## config.mk

```make
export PLATFORM = sky130hd
export DESIGN_NAME = aud_frame_port
export DESIGN_NICKNAME = d
export VERILOG_FILES = /design/src/rtl/afp_pkg.sv /design/src/rtl/afp_fifo.sv /design/src/rtl/afp_seq.sv /design/src/rtl/afp_irq.sv /design/src/rtl/aud_frame_port.sv
export SDC_FILE = /design/constraint.sdc
export NUM_CORES = 1
export LEC_CHECK = 0
export ABC_AREA = 1
export BUFFER_PORTS_ARGS = -buffer_cell sky130_fd_sc_hd__buf_4
export CORE_MARGIN = 2
export CORE_UTILIZATION = 54
export DETAILED_ROUTE_END_ITERATION = 12
export GPL_ROUTABILITY_DRIVEN = 1
export GPL_TIMING_DRIVEN = 0
export PLACE_DENSITY = 0.81
export RECOVER_POWER = 50
export SLEW_MARGIN = 10
export SYNTH_ARGS = -nofsm -noshare
export SYNTH_HDL_FRONTEND = slang
export SYNTH_SLANG_ARGS = --single-unit
```

## constraint.sdc

```tcl
create_clock -name clk -period 5 [get_ports clk]
set_input_delay 0.25 -clock clk [delete_from_list [all_inputs] [get_ports clk]]
set_output_delay 0.25 -clock clk [all_outputs]
set_load 0.01 [all_outputs]
```

## src/rtl/afp_pkg.sv

```systemverilog
package afp_pkg;
   localparam int NCH = 2;
   localparam int CH_LEFT = 0;
   localparam int CH_RIGHT = 1;

   typedef enum logic [1:0] {
      EV_NONE = 2'd0,
      EV_RISE = 2'd1,
      EV_FALL = 2'd2
   } sclk_ev_e;
endpackage

```

## src/rtl/afp_fifo.sv

```systemverilog
module afp_fifo #(
   parameter int W     = 16,
   parameter int DEPTH = 8
) (
   input  logic                       clk,
   input  logic                       rst_n,
   input  logic                       flush_i,
   input  logic                       push_i,
   input  logic [W-1:0]               wdata_i,
   input  logic                       pop_i,
   output logic [W-1:0]               rdata_o,
   output logic [$clog2(DEPTH+1)-1:0] count_o,
   output logic                       full_o,
   output logic                       empty_o
);
   localparam int AW  = $clog2(DEPTH);
   localparam int CNW = $clog2(DEPTH+1);
   localparam logic [CNW-1:0] CNT_MAX = CNW'(DEPTH);

   logic [W-1:0]   mem_q [DEPTH];
   logic [AW-1:0]  wr_q, rd_q;
   logic [CNW-1:0] cnt_q;
   logic           do_wr, do_rd;

   assign full_o  = (cnt_q == CNT_MAX);
   assign empty_o = (cnt_q == '0);
   assign count_o = cnt_q;
   assign rdata_o = mem_q[rd_q];
   assign do_wr   = push_i && !full_o && !flush_i;
   assign do_rd   = pop_i && !empty_o && !flush_i;

   always_ff @(posedge clk) begin
      if (do_wr) mem_q[wr_q] <= wdata_i;
   end

   always_ff @(posedge clk or negedge rst_n) begin
      if (!rst_n) begin
         wr_q  <= '0;
         rd_q  <= '0;
         cnt_q <= '0;
      end else if (flush_i) begin
         wr_q  <= '0;
         rd_q  <= '0;
         cnt_q <= '0;
      end else begin
         if (do_wr) wr_q <= wr_q + AW'(1);
         if (do_rd) rd_q <= rd_q + AW'(1);
         case ({do_wr, do_rd})
            2'b10:   cnt_q <= cnt_q + CNW'(1);
            2'b01:   cnt_q <= cnt_q - CNW'(1);
            default: cnt_q <= cnt_q;
         endcase
      end
   end


   no_overflow_chk: assert property (@(posedge clk) disable iff (!rst_n)
      push_i |-> !full_o);

   no_underflow_chk: assert property (@(posedge clk) disable iff (!rst_n)
      pop_i |-> !empty_o);

   flush_empty_chk: assert property (@(posedge clk) disable iff (!rst_n)
      flush_i |=> empty_o);

   cnt_bound_chk: assert property (@(posedge clk) disable iff (!rst_n)
      cnt_q <= CNT_MAX);
endmodule

```

## src/rtl/afp_seq.sv

```systemverilog
module afp_seq
   import afp_pkg::*;
#(
   parameter int SW = 16,
   parameter int HB = 64,
   parameter int DW = 8
) (
   input  logic                    clk,
   input  logic                    rst_n,
   input  logic                    en_i,
   input  logic [DW-1:0]           div_i,
   input  logic [NCH-1:0][SW-1:0]  head_i,
   input  logic [NCH-1:0]          empty_i,
   output logic [NCH-1:0]          pop_o,
   output logic [NCH-1:0]          under_o,
   output logic [NCH-1:0]          rxv_o,
   output logic [SW-1:0]           rxd_o,
   output logic                    flush_o,
   input  logic                    sdin_i,
   output logic                    sclk_o,
   output logic                    lrck_o,
   output logic                    sdout_o
);
   localparam int FB = 2 * HB;
   localparam int CW = $clog2(FB);
   localparam int PW = $clog2(HB);
   localparam logic [PW-1:0] LAST  = PW'(SW - 1);
   localparam logic [CW-1:0] RSTRT = CW'(HB);
   localparam logic [DW-1:0] ONE   = DW'(1);

   logic          run_q, sclk_q, lrck_q;
   logic [DW-1:0] div_q, lim;
   logic [CW-1:0] bit_q, bit_n;
   logic [PW-1:0] pos, pos_n;
   logic          half, half_n;
   logic [SW-1:0] txw_q, rxs_q, rx_word, ld_word;
   logic          start, tick, load, ld_ch;
   sclk_ev_e      ev;

   always_comb begin
      lim     = (div_i == '0) ? ONE : div_i;
      start   = en_i && !run_q;
      tick    = run_q && en_i && (div_q >= lim - ONE);
      ev      = EV_NONE;
      if (tick) ev = sclk_q ? EV_FALL : EV_RISE;
      bit_n   = bit_q + CW'(1);
      pos     = bit_q[PW-1:0];
      half    = bit_q[CW-1];
      pos_n   = bit_n[PW-1:0];
      half_n  = bit_n[CW-1];
      load    = start || (ev == EV_FALL && pos_n == '0);
      ld_ch   = start ? 1'b0 : half_n;
      ld_word = empty_i[ld_ch] ? '0 : head_i[ld_ch];
      rx_word = {rxs_q[SW-2:0], sdin_i};
      for (int c = 0; c < NCH; c++) begin
         pop_o[c]   = load && (int'(ld_ch) == c) && !empty_i[c];
         under_o[c] = load && (int'(ld_ch) == c) && empty_i[c];
         rxv_o[c]   = (ev == EV_RISE) && (pos == LAST) && (int'(half) == c);
      end
   end

   assign rxd_o   = rx_word;
   assign flush_o = run_q && !en_i;
   assign sclk_o  = sclk_q;
   assign lrck_o  = lrck_q;
   assign sdout_o = run_q && (pos <= LAST) && txw_q[SW-1];

   always_ff @(posedge clk or negedge rst_n) begin
      if (!rst_n) begin
         run_q  <= 1'b0;
         sclk_q <= 1'b1;
         lrck_q <= 1'b1;
         div_q  <= '0;
         bit_q  <= '0;
         txw_q  <= '0;
         rxs_q  <= '0;
      end else if (!en_i) begin
         run_q  <= 1'b0;
         sclk_q <= 1'b1;
         lrck_q <= 1'b1;
         div_q  <= '0;
         bit_q  <= '0;
         txw_q  <= '0;
      end else if (start) begin
         run_q  <= 1'b1;
         sclk_q <= 1'b0;
         lrck_q <= 1'b0;
         div_q  <= '0;
         bit_q  <= '0;
         txw_q  <= ld_word;
      end else if (tick) begin
         div_q  <= '0;
         sclk_q <= !sclk_q;
         if (ev == EV_RISE) begin
            if (pos <= LAST) rxs_q <= rx_word;
            if (bit_q == RSTRT) lrck_q <= 1'b1;
         end else begin
            bit_q <= bit_n;
            if (bit_n == '0) lrck_q <= 1'b0;
            txw_q <= (pos_n == '0) ? ld_word : (txw_q << 1);
         end
      end else begin
         div_q <= div_q + ONE;
      end
   end


   idle_static_chk: assert property (@(posedge clk) disable iff (!rst_n)
      !run_q |-> (sclk_q && lrck_q && !sdout_o));

   start_mark_chk: assert property (@(posedge clk) disable iff (!rst_n)
      (en_i && !run_q) |=> (run_q && !sclk_q && !lrck_q));

   lrck_rise_chk: assert property (@(posedge clk) disable iff (!rst_n)
      ($rose(lrck_q) && run_q) |-> $rose(sclk_q));

   lrck_fall_chk: assert property (@(posedge clk) disable iff (!rst_n)
      $fell(lrck_q) |-> $fell(sclk_q));

   abort_chk: assert property (@(posedge clk) disable iff (!rst_n)
      (run_q && !en_i) |=> (!run_q && sclk_q && lrck_q));

   one_load_chk: assert property (@(posedge clk) disable iff (!rst_n)
      $onehot0(pop_o | under_o));
endmodule

```

## src/rtl/afp_irq.sv

```systemverilog
module afp_irq
   import afp_pkg::*;
#(
   parameter int CNW    = 4,
   parameter int TX_THR = 4,
   parameter int RX_THR = 4
) (
   input  logic                     clk,
   input  logic                     rst_n,
   input  logic [NCH-1:0][CNW-1:0]  tx_cnt_i,
   input  logic [NCH-1:0][CNW-1:0]  rx_cnt_i,
   input  logic [NCH-1:0]           under_i,
   input  logic [NCH-1:0]           over_i,
   input  logic [2*NCH-1:0]         clr_i,
   input  logic [2*NCH-1:0]         mask_i,
   output logic [4*NCH-1:0]         status_o,
   output logic                     irq_o
);
   logic [2*NCH-1:0] svc, err_q, set;

   generate
      for (genvar c = 0; c < NCH; c++) begin : g_svc
         assign svc[c]       = (tx_cnt_i[c] <= CNW'(TX_THR));
         assign svc[NCH + c] = (rx_cnt_i[c] >= CNW'(RX_THR));
      end
   endgenerate

   assign set = {over_i, under_i};

   always_ff @(posedge clk or negedge rst_n) begin
      if (!rst_n) err_q <= '0;
      else        err_q <= (err_q & ~clr_i) | set;
   end

   assign status_o = {err_q, svc};
   assign irq_o    = (|(svc & mask_i)) || (|err_q);

   generate
      for (genvar b = 0; b < 2*NCH; b++) begin : g_err_chk

         err_clr_chk: assert property (@(posedge clk) disable iff (!rst_n)
            (clr_i[b] && !set[b]) |=> !status_o[2*NCH + b]);

         err_set_chk: assert property (@(posedge clk) disable iff (!rst_n)
            set[b] |=> status_o[2*NCH + b]);
      end
   endgenerate


   irq_err_chk: assert property (@(posedge clk) disable iff (!rst_n)
      (|status_o[4*NCH-1:2*NCH]) |-> irq_o);
endmodule

```

## src/rtl/aud_frame_port.sv

```systemverilog
module aud_frame_port
   import afp_pkg::*;
#(
   parameter int SAMPLE_W   = 16,
   parameter int HALF_BITS  = 64,
   parameter int FIFO_DEPTH = 8,
   parameter int TX_THR     = 4,
   parameter int RX_THR     = 4,
   parameter int DIV_W      = 8
) (
   input  logic                 clk,
   input  logic                 rst_n,
   input  logic                 en,
   input  logic [DIV_W-1:0]     div_half,
   input  logic [2*NCH-1:0]     irq_mask,
   input  logic [2*NCH-1:0]     err_clr,
   input  logic                 tx_l_push,
   input  logic [SAMPLE_W-1:0]  tx_l_data,
   input  logic                 tx_r_push,
   input  logic [SAMPLE_W-1:0]  tx_r_data,
   input  logic                 rx_l_pop,
   output logic [SAMPLE_W-1:0]  rx_l_data,
   input  logic                 rx_r_pop,
   output logic [SAMPLE_W-1:0]  rx_r_data,
   output logic [4*NCH-1:0]     status,
   output logic                 irq,
   output logic                 sclk,
   output logic                 lrck,
   output logic                 sdout,
   input  logic                 sdin
);
   localparam int CNW = $clog2(FIFO_DEPTH + 1);

   generate
      if (SAMPLE_W < 2 || SAMPLE_W > HALF_BITS) begin : g_bad_sw
         $error("SAMPLE_W must lie in 2..HALF_BITS");
      end
      if (HALF_BITS < 2 || (HALF_BITS & (HALF_BITS - 1)) != 0) begin : g_bad_hb
         $error("HALF_BITS must be a power of two");
      end
      if (FIFO_DEPTH < 2 || (FIFO_DEPTH & (FIFO_DEPTH - 1)) != 0) begin : g_bad_dp
         $error("FIFO_DEPTH must be a power of two");
      end
      if (TX_THR > FIFO_DEPTH || RX_THR > FIFO_DEPTH) begin : g_bad_thr
         $error("thresholds exceed FIFO_DEPTH");
      end
   endgenerate

   logic [NCH-1:0]                tx_push_a, rx_pop_a;
   logic [NCH-1:0][SAMPLE_W-1:0]  tx_data_a, tx_head, rx_head;
   logic [NCH-1:0][CNW-1:0]       tx_cnt, rx_cnt;
   logic [NCH-1:0]                tx_full, tx_empty, rx_full, rx_empty;
   logic [NCH-1:0]                seq_pop, seq_under, seq_rxv, rx_over;
   logic [SAMPLE_W-1:0]           seq_rxd;
   logic                          flush;

   assign tx_push_a = {tx_r_push, tx_l_push};
   assign tx_data_a = {tx_r_data, tx_l_data};
   assign rx_pop_a  = {rx_r_pop, rx_l_pop};
   assign rx_l_data = rx_head[CH_LEFT];
   assign rx_r_data = rx_head[CH_RIGHT];

   generate
      for (genvar c = 0; c < NCH; c++) begin : g_ch
         afp_fifo #(.W(SAMPLE_W), .DEPTH(FIFO_DEPTH)) u_txq (
            .clk     (clk),
            .rst_n   (rst_n),
            .flush_i (flush),
            .push_i  (tx_push_a[c] && !tx_full[c]),
            .wdata_i (tx_data_a[c]),
            .pop_i   (seq_pop[c]),
            .rdata_o (tx_head[c]),
            .count_o (tx_cnt[c]),
            .full_o  (tx_full[c]),
            .empty_o (tx_empty[c])
         );
         afp_fifo #(.W(SAMPLE_W), .DEPTH(FIFO_DEPTH)) u_rxq (
            .clk     (clk),
            .rst_n   (rst_n),
            .flush_i (flush),
            .push_i  (seq_rxv[c] && !rx_full[c]),
            .wdata_i (seq_rxd),
            .pop_i   (rx_pop_a[c] && !rx_empty[c]),
            .rdata_o (rx_head[c]),
            .count_o (rx_cnt[c]),
            .full_o  (rx_full[c]),
            .empty_o (rx_empty[c])
         );
         assign rx_over[c] = seq_rxv[c] && rx_full[c];
      end
   endgenerate

   afp_seq #(.SW(SAMPLE_W), .HB(HALF_BITS), .DW(DIV_W)) u_seq (
      .clk     (clk),
      .rst_n   (rst_n),
      .en_i    (en),
      .div_i   (div_half),
      .head_i  (tx_head),
      .empty_i (tx_empty),
      .pop_o   (seq_pop),
      .under_o (seq_under),
      .rxv_o   (seq_rxv),
      .rxd_o   (seq_rxd),
      .flush_o (flush),
      .sdin_i  (sdin),
      .sclk_o  (sclk),
      .lrck_o  (lrck),
      .sdout_o (sdout)
   );

   afp_irq #(.CNW(CNW), .TX_THR(TX_THR), .RX_THR(RX_THR)) u_irq (
      .clk      (clk),
      .rst_n    (rst_n),
      .tx_cnt_i (tx_cnt),
      .rx_cnt_i (rx_cnt),
      .under_i  (seq_under),
      .over_i   (rx_over),
      .clr_i    (err_clr),
      .mask_i   (irq_mask),
      .status_o (status),
      .irq_o    (irq)
   );


   flush_keeps_err_chk: assert property (@(posedge clk) disable iff (!rst_n)
      (flush && !(|seq_under) && !(|rx_over) && err_clr == '0)
         |=> $stable(status[4*NCH-1:2*NCH]));
endmodule

```

== Yosys cells after proc, flatten, opt, wreduce, memory -nomap -nowiden ==
Memories as Yosys holds them, arrays and structs flattened.
Cells that the tools add are included.

* Register bits after elaboration: 93
* Bits in writable memories: 512
* Bits of input ports: 56
* Output and inout bits: 44
* Logic and storage cells: 220
* Memories kept: 4

* $add $sub $neg: 19
* $lt $le $gt $ge: 7
* Equality and inequality tests: 21
* Muxes and demuxes: 64
* Bitwise operators: 7
* Reduce and logical (&&, ||, !) cells: 78

{| class="wikitable"
|+ Memories
! name !! depth !! bits a word !! read ports !! clocked after Yosys merged registers in !! write ports !! line !! source
|-
| g_ch[0].u_rxq.mem_q || 8 || 16 || 1 || 0 || 1 || afp_fifo.sv:20 || <nowiki>logic [W-1:0] mem_q [DEPTH];</nowiki>
|-
| g_ch[0].u_txq.mem_q || 8 || 16 || 1 || 0 || 1 || afp_fifo.sv:20 ||
|-
| g_ch[1].u_rxq.mem_q || 8 || 16 || 1 || 0 || 1 || afp_fifo.sv:20 ||
|-
| g_ch[1].u_txq.mem_q || 8 || 16 || 1 || 0 || 1 || afp_fifo.sv:20 ||
|}

{| class="wikitable"
|+ Operators with widths
! operator !! number
|-
| $mux 16 || 8
|-
| $mux 3 || 16
|-
| $logic_and 1x1->1 || 40
|-
| $mux 8 || 4
|-
| $pmux 4 s2 || 4
|-
| $mux 7 || 4
|-
| $add 3x1->3 const B || 8
|-
| $mux 1 || 22
|-
| $add 4x1->4 const B || 4
|-
| $eq 4x4->1 const B || 4
|-
| $logic_not 4->1 || 4
|-
| $mux 4 || 4
|-
| $reduce_bool 2->1 || 8
|-
| $sub 4x1->4 const B || 4
|-
| $logic_not 1->1 || 12
|-
| $reduce_bool 3->1 || 4
|-
| $eq 2x1->1 const B || 5
|-
| $eq 2x2->1 const B || 5
|-
| $add 8x1->8 const B || 1
|-
| $and 4x4->4 || 2
|-
| $ge 4x3->1 const B || 2
|-
| $ge 8x8->1 || 1
|-
| $le 4x3->1 const B || 2
|-
| $logic_not 8->1 || 1
|-
| other kinds (22) || 27
|}

== Depth between registers and ports, before layout ==
* Depth after elaboration: 16
* Mapped depth: 27
* Gate-level depth less buffers: 27

== Modules after synthesis ==
From an unflattened synthesis, not the netlist that was laid out.

* Cell total of the unflattened synthesis: 2150
* Area total of the unflattened synthesis: 25997.4 µm²

{| class="wikitable"
|+ By module, submodules not included
! module !! instances !! cells an instance !! area an instance (µm²) !! seq. area each (µm²)
|-
| afp_fifo || 4 || 419 || 5666.7 || 4093.9
|-
| afp_seq || 1 || 429 || 3036.7 || 1228.7
|-
| afp_irq || 1 || 29 || 229.0 || 100.1
|-
| aud_frame_port || 1 || 16 || 65.1 || 0.0
|}

== Worst setup path before layout ==
No wires, ideal clock.

* Kind: input to register
* Start: input port div_half[3]
* End: memory g_ch[0].u_rxq.mem_q[4][0] (enable)
* Setup time: 409 ps
* Data arrival time: 3649 ps
* Required time: 4591 ps
* Slack: 942 ps
* Stages on the path: 22
* Path buffers: 0
* Cell sequence: nor2_1 nand2_1 nor3_1 inv_1 nor2_1 nor2_1 ha_1 nand3_1 xnor2_1 inv_1 ha_1 nand2_1 o21a_1 nand2_1 nand3_1 nor2_1 inv_1 nor2_1 nand2_1 inv_2 nand2_1 nor3_1

* Cells in the longest elaborated chain, start to end: 14

{| class="wikitable"
|+ RTL lines
! item !! line !! source
|-
| start, declared || aud_frame_port.sv:14 || <nowiki>input logic [DIV_W-1:0] div_half,</nowiki>
|-
| $logic_not 8->1 || afp_seq.sv:41 || <nowiki>lim = (div_i == '0) ? ONE : div_i;</nowiki>
|-
| $mux 8 * || afp_seq.sv:41 ||
|-
| $sub 8x1->8 * || afp_seq.sv:43 || <nowiki>tick = run_q && en_i && (div_q >= lim - ONE);</nowiki>
|-
| $ge 8x8->1 * || afp_seq.sv:43 ||
|-
| $logic_and 1x1->1 * || afp_seq.sv:43 ||
|-
| $mux 2 * || afp_seq.sv:45 || <nowiki>if (tick) ev = sclk_q ? EV_FALL : EV_RISE;</nowiki>
|-
| $eq 2x1->1 * || afp_seq.sv:58 || <nowiki>rxv_o[c] = (ev == EV_RISE) && (pos == LAST) && (int'(half) == c);</nowiki>
|-
| $logic_and 1x1->1 * (2 in a row) || afp_seq.sv:58 ||
|-
| $logic_and 1x1->1 * || aud_frame_port.sv:81 || <nowiki>.push_i (seq_rxv[c] && !rx_full[c]),</nowiki>
|-
| $logic_and 1x1->1 * (2 in a row) || afp_fifo.sv:29 || <nowiki>assign do_wr = push_i && !full_o && !flush_i;</nowiki>
|-
| $mux 1 * || afp_fifo.sv:33 || <nowiki>if (do_wr) mem_q[wr_q] <= wdata_i;</nowiki>
|-
| $mux 1 (not written as such) * || afp_fifo.sv:33 ||
|-
| end, declared || afp_fifo.sv:20 ||
|}

Every way passes the cells marked *; elsewhere a longest branch is shown, timed or not.

== Final worst setup path ==
Ends and elaborated chain as after synthesis.

==> flow_summary.json <==
{
  "critical_path_class": "in -> reg",
  "yosysSeqAreaShare_pct": 70.9,
  "vias_per_cell": 6.06,
  "gp_congestion": 0.890,
  "io_buffers": 99,
  "cts_buffers": 58,
  "post-dp-hpwl_mm": 42.6,
  "setup_ws_ns": 1.14,
  "finalSetupTns_ns": 0,
  "initial_core_util_pct": 54.9,
  "grt_start_max_net_pins": 94,
  "drv_cap": 1,
  "hold_path_class": "in -> reg",
  "status": "complete, but fails checks",
  "failed_checks": "capacitance limit, slew limit",
  "max-vdd-ir-drop_mv": 0.370,
  "grt_overflow": 0,
  "yosys_register_bits": 605,
  "worst_pin_slew_ns": 2.26,
  "cts_max_level": 2,
  "crit_required_ns": 5.32,
  "setup_viol": 0,
  "vias": 18000,
  "cts.sinks": 605,
  "max-slew-margin-rel_pct": -50.9,
  "place_ws_ns": 0.552,
  "p_per_area_mw_per_mm2": 499,
  "cts_tree": "done",
  "crit_fanout": 9,
  "drc": 0,
  "seqPwrFrac_pct": 40.6,
  "ys.flop_type": "edfxtp_1",
  "cts_root_buf": "clkbuf_16",
  "p_comb_share_pct": 26.7,
  "first_pass_iters": 6,
  "rrSetupSlack_ns": 1.58,
  "grt_pass1_wl_mm": 99.8,
  "skew_ns": 0.0173,
  "die_h_um": 219,
  "first_global_vias": 18200,
  "rsz0062_at_grt": "no",
  "cpPeakStageDelay_ns": 0.66,
  "clock_latency_ns": 0.62,
  "cts_hold_buffers": 38,
  "period_share_pct": 77.2,
  "die_w_um": 219,
  "netlist_area_mm2": 0.0250,
  "async_flop_share_pct": 15.4,
  "path_cells": "buf_4 > nor2_1 > nand2_1 > nor3_1 > inv_1 > nor2_1 > nor2_1 > ha_1 > nand3_1 > xnor2_1 > inv_1 > ha_1 > nand2_1 > o21a_1 > nand2_1 > nand3_1 > nor2_1 > inv_1 > nor2_1 > nand2_1 > inv_2 > nand2_1 > nor3_2 > buf_4",
  "clockBufferDepth": 3,
  "syn_to_final_growth_pct": 17.2,
  "syn_area_per_cell_um2": 11.9,
  "wire_per_inst_um": 22.0,
  "critPathCaptureType": "register",
  "slew_violations": 87,
  "synth_warnings": 0,
  "p_sw_share_pct": 32.0,
  "cts_resized": 0,
  "intPower_uw": 9930,
  "critical_path_arrival_ns": 4.17,
  "first_iter_violations": 2414,
  "cts_setup_buffers": 0,
  "p_sw_uw": 4660,
  "antenna_found_initial": 3,
  "power_frac_clock_pct": 32.7,
  "slowest_stage": "nor3_2",
  "report.final.hold_viol_count": 0,
  "nFillCells": 3236,
  "core_mm2": 0.0455,
  "clock.fmax_mhz": 259,
  "power_leakage_uw": 0.0111,
  "ioPinCount": 100,
  "cts.clk_slew.worst_paths_ns": 0.07,
  "grt_usage_pct": 27.5,
  "fin_crit_ns": 3.86,
  "synth.net_count": 2177,
  "totalWireLength_mm": 65.4,
  "nets": 2407,
  "dieArea_mm2": 0.0479,
  "startpoint_type": "input port",
  "synth_cell_types": 44,
  "netlist_instances": 2089,
  "rows": 78,
  "ant_nets": 0,
  "drive_gt1_share_pct": 10.4,
  "synth_edf_count": 512
}
==> metal layers <==
layer / track usage, % / vias to the layer above / wire length, um
li1: - / 7982 / -
met2: 46.8 / 1125 / 32700
met4: 12.6 / 2 / 2630
met1: 34.0 / 8666 / 23400
met5: 0 / - / 16
met3: 5.36 / 203 / 6670
==> layout by cell type (no fill, tap or decap), drive strengths merged, types with 13 or more instances in the layout <==
master	count
o211ai	13
bufinv	13
nand2	315
o22ai	38
nor3	25
a31oi	34
ha	32
clkbuf	201
a221oi	57
edfxtp	512
inv	118
a21oi	157
dlygate4sd3	38
nor2	285
nand3	39
xor2	17
dfrtp	91
clkinv	13
o21ai	210
buf	113
==> synthesized netlist by cell type (15+ instances only) <==
cell | count | area, um2
nor3_1 | 25 | 125
nand3_1 | 37 | 185
o21ai_0 | 198 | 991
ha_1 | 32 | 400
nor2_1 | 279 | 1050
buf_1 | 15 | 56.3
a221oi_1 | 57 | 499
clkbuf_1 | 83 | 312
a21oi_1 | 156 | 781
o22ai_1 | 38 | 238
inv_1 | 104 | 390
edfxtp_1 | 512 | 15400
a31oi_1 | 34 | 213
dfrtp_1 | 91 | 2280
nand2_1 | 312 | 1170
xor2_1 | 16 | 140
==> power by group through the flow <==
stage          logic (uW)  registers [uW]  clock network [uW]
2_1_floorplan        2280            5980                   0
3_3_place_gp         3550            6010                   0
3_5_place_dp         3790            6020                   0
4_1_cts              3880            5920                4780
5_1_grt              4260            5950                4990
6_report             3900            5920                4770
==> state kept, by name, indices dropped and copies added (netlist names), 6 cells and up <==
register / cells
g_ch.u_txq.mem_q: 256
g_ch.u_rxq.rd_q: 6
g_ch.u_txq.wr_q: 6
g_ch.u_txq.count_o: 8
u_seq.bit_q: 7
g_ch.u_rxq.wr_q: 6
g_ch.u_rxq.count_o: 8
u_seq.rxs_q: 15
u_seq.div_q: 8
g_ch.u_txq.rd_q: 6
u_seq.txw_q: 16
g_ch.u_rxq.mem_q: 256
==> kinds of logic (layout without fill, tap and decap cells) <==
group	count (synthesis)	after routing	share of synthesized area, %
other cells	0	1	0
fa+ha+maj	32	32	1.60
buf+inv	224	502	3.44
xor+xnor	22	22	0.802
compound gates	530	530	12.3
simple gates	676	676	10.9
flops	605	605	70.9
==> worst paths after layout <==
check	start	endpoint	cells past startpoint
max	div_half[3]	g_ch[0].u_rxq.mem_q[4][0]	24
min	tx_l_push	g_ch[0].u_txq.wr_q[1]	4
max reg2reg	u_seq.div_q[2]	g_ch[0].u_rxq.mem_q[4][0]	16
min reg2reg	u_seq.txw_q[14]	u_seq.txw_q[14]	2
max in group asynchronous	rst_n	u_seq.rxs_q[10]	3
min in group asynchronous	rst_n	u_seq.txw_q[12]	2
==> cell type report <==
type                            instances  area (um2)  area share (%)
Clock buffer                           75        1570            5.36
Tap cell                              600         751            2.57
Sequential cell                       605       17700            60.5
Clock inverter                         33         508            1.74
Antenna cell                            1        2.50         0.00856
Multi-Input combinational cell       1260        6500            22.2
Timing Repair Buffer                  170        1350            4.62
Buffer                                107         420            1.44
Inverter                              117         439            1.50
==> per-stage QoR <==
| stage | hold slack [ns] | util (%) | area, um2 | total power (uW) | instances |
|---|---|---|---|---|---|
| after floorplan | -0.0456 | - | 25000 | 8250 | 2089 |
| after global placement | 0.461 | 58.2 | 26400 | 9560 | 2788 |
| after detailed placement | 0.460 | 59.3 | 26900 | 9810 | 2820 |
| after CTS | 0.0103 | 64.7 | 29400 | 14600 | 2966 |
| after global routing | 0.125 | 64.3 | 29200 | 15200 | 2967 |
| final | 0.0679 | 64.3 | 29200 | 14600 | 2968 |
==> critical path, delay by kind of cell <==
family	cells	cell delay, ns
adders and majority gates	2	0.50
buffers and inverters	6	0.78
AOI/OAI and AO/OA	1	0.18
and+or+nand+nor	14	2.33
xor gates and xnor gates	1	0.12
Note: power is estimated with default switching activity, not from simulation.
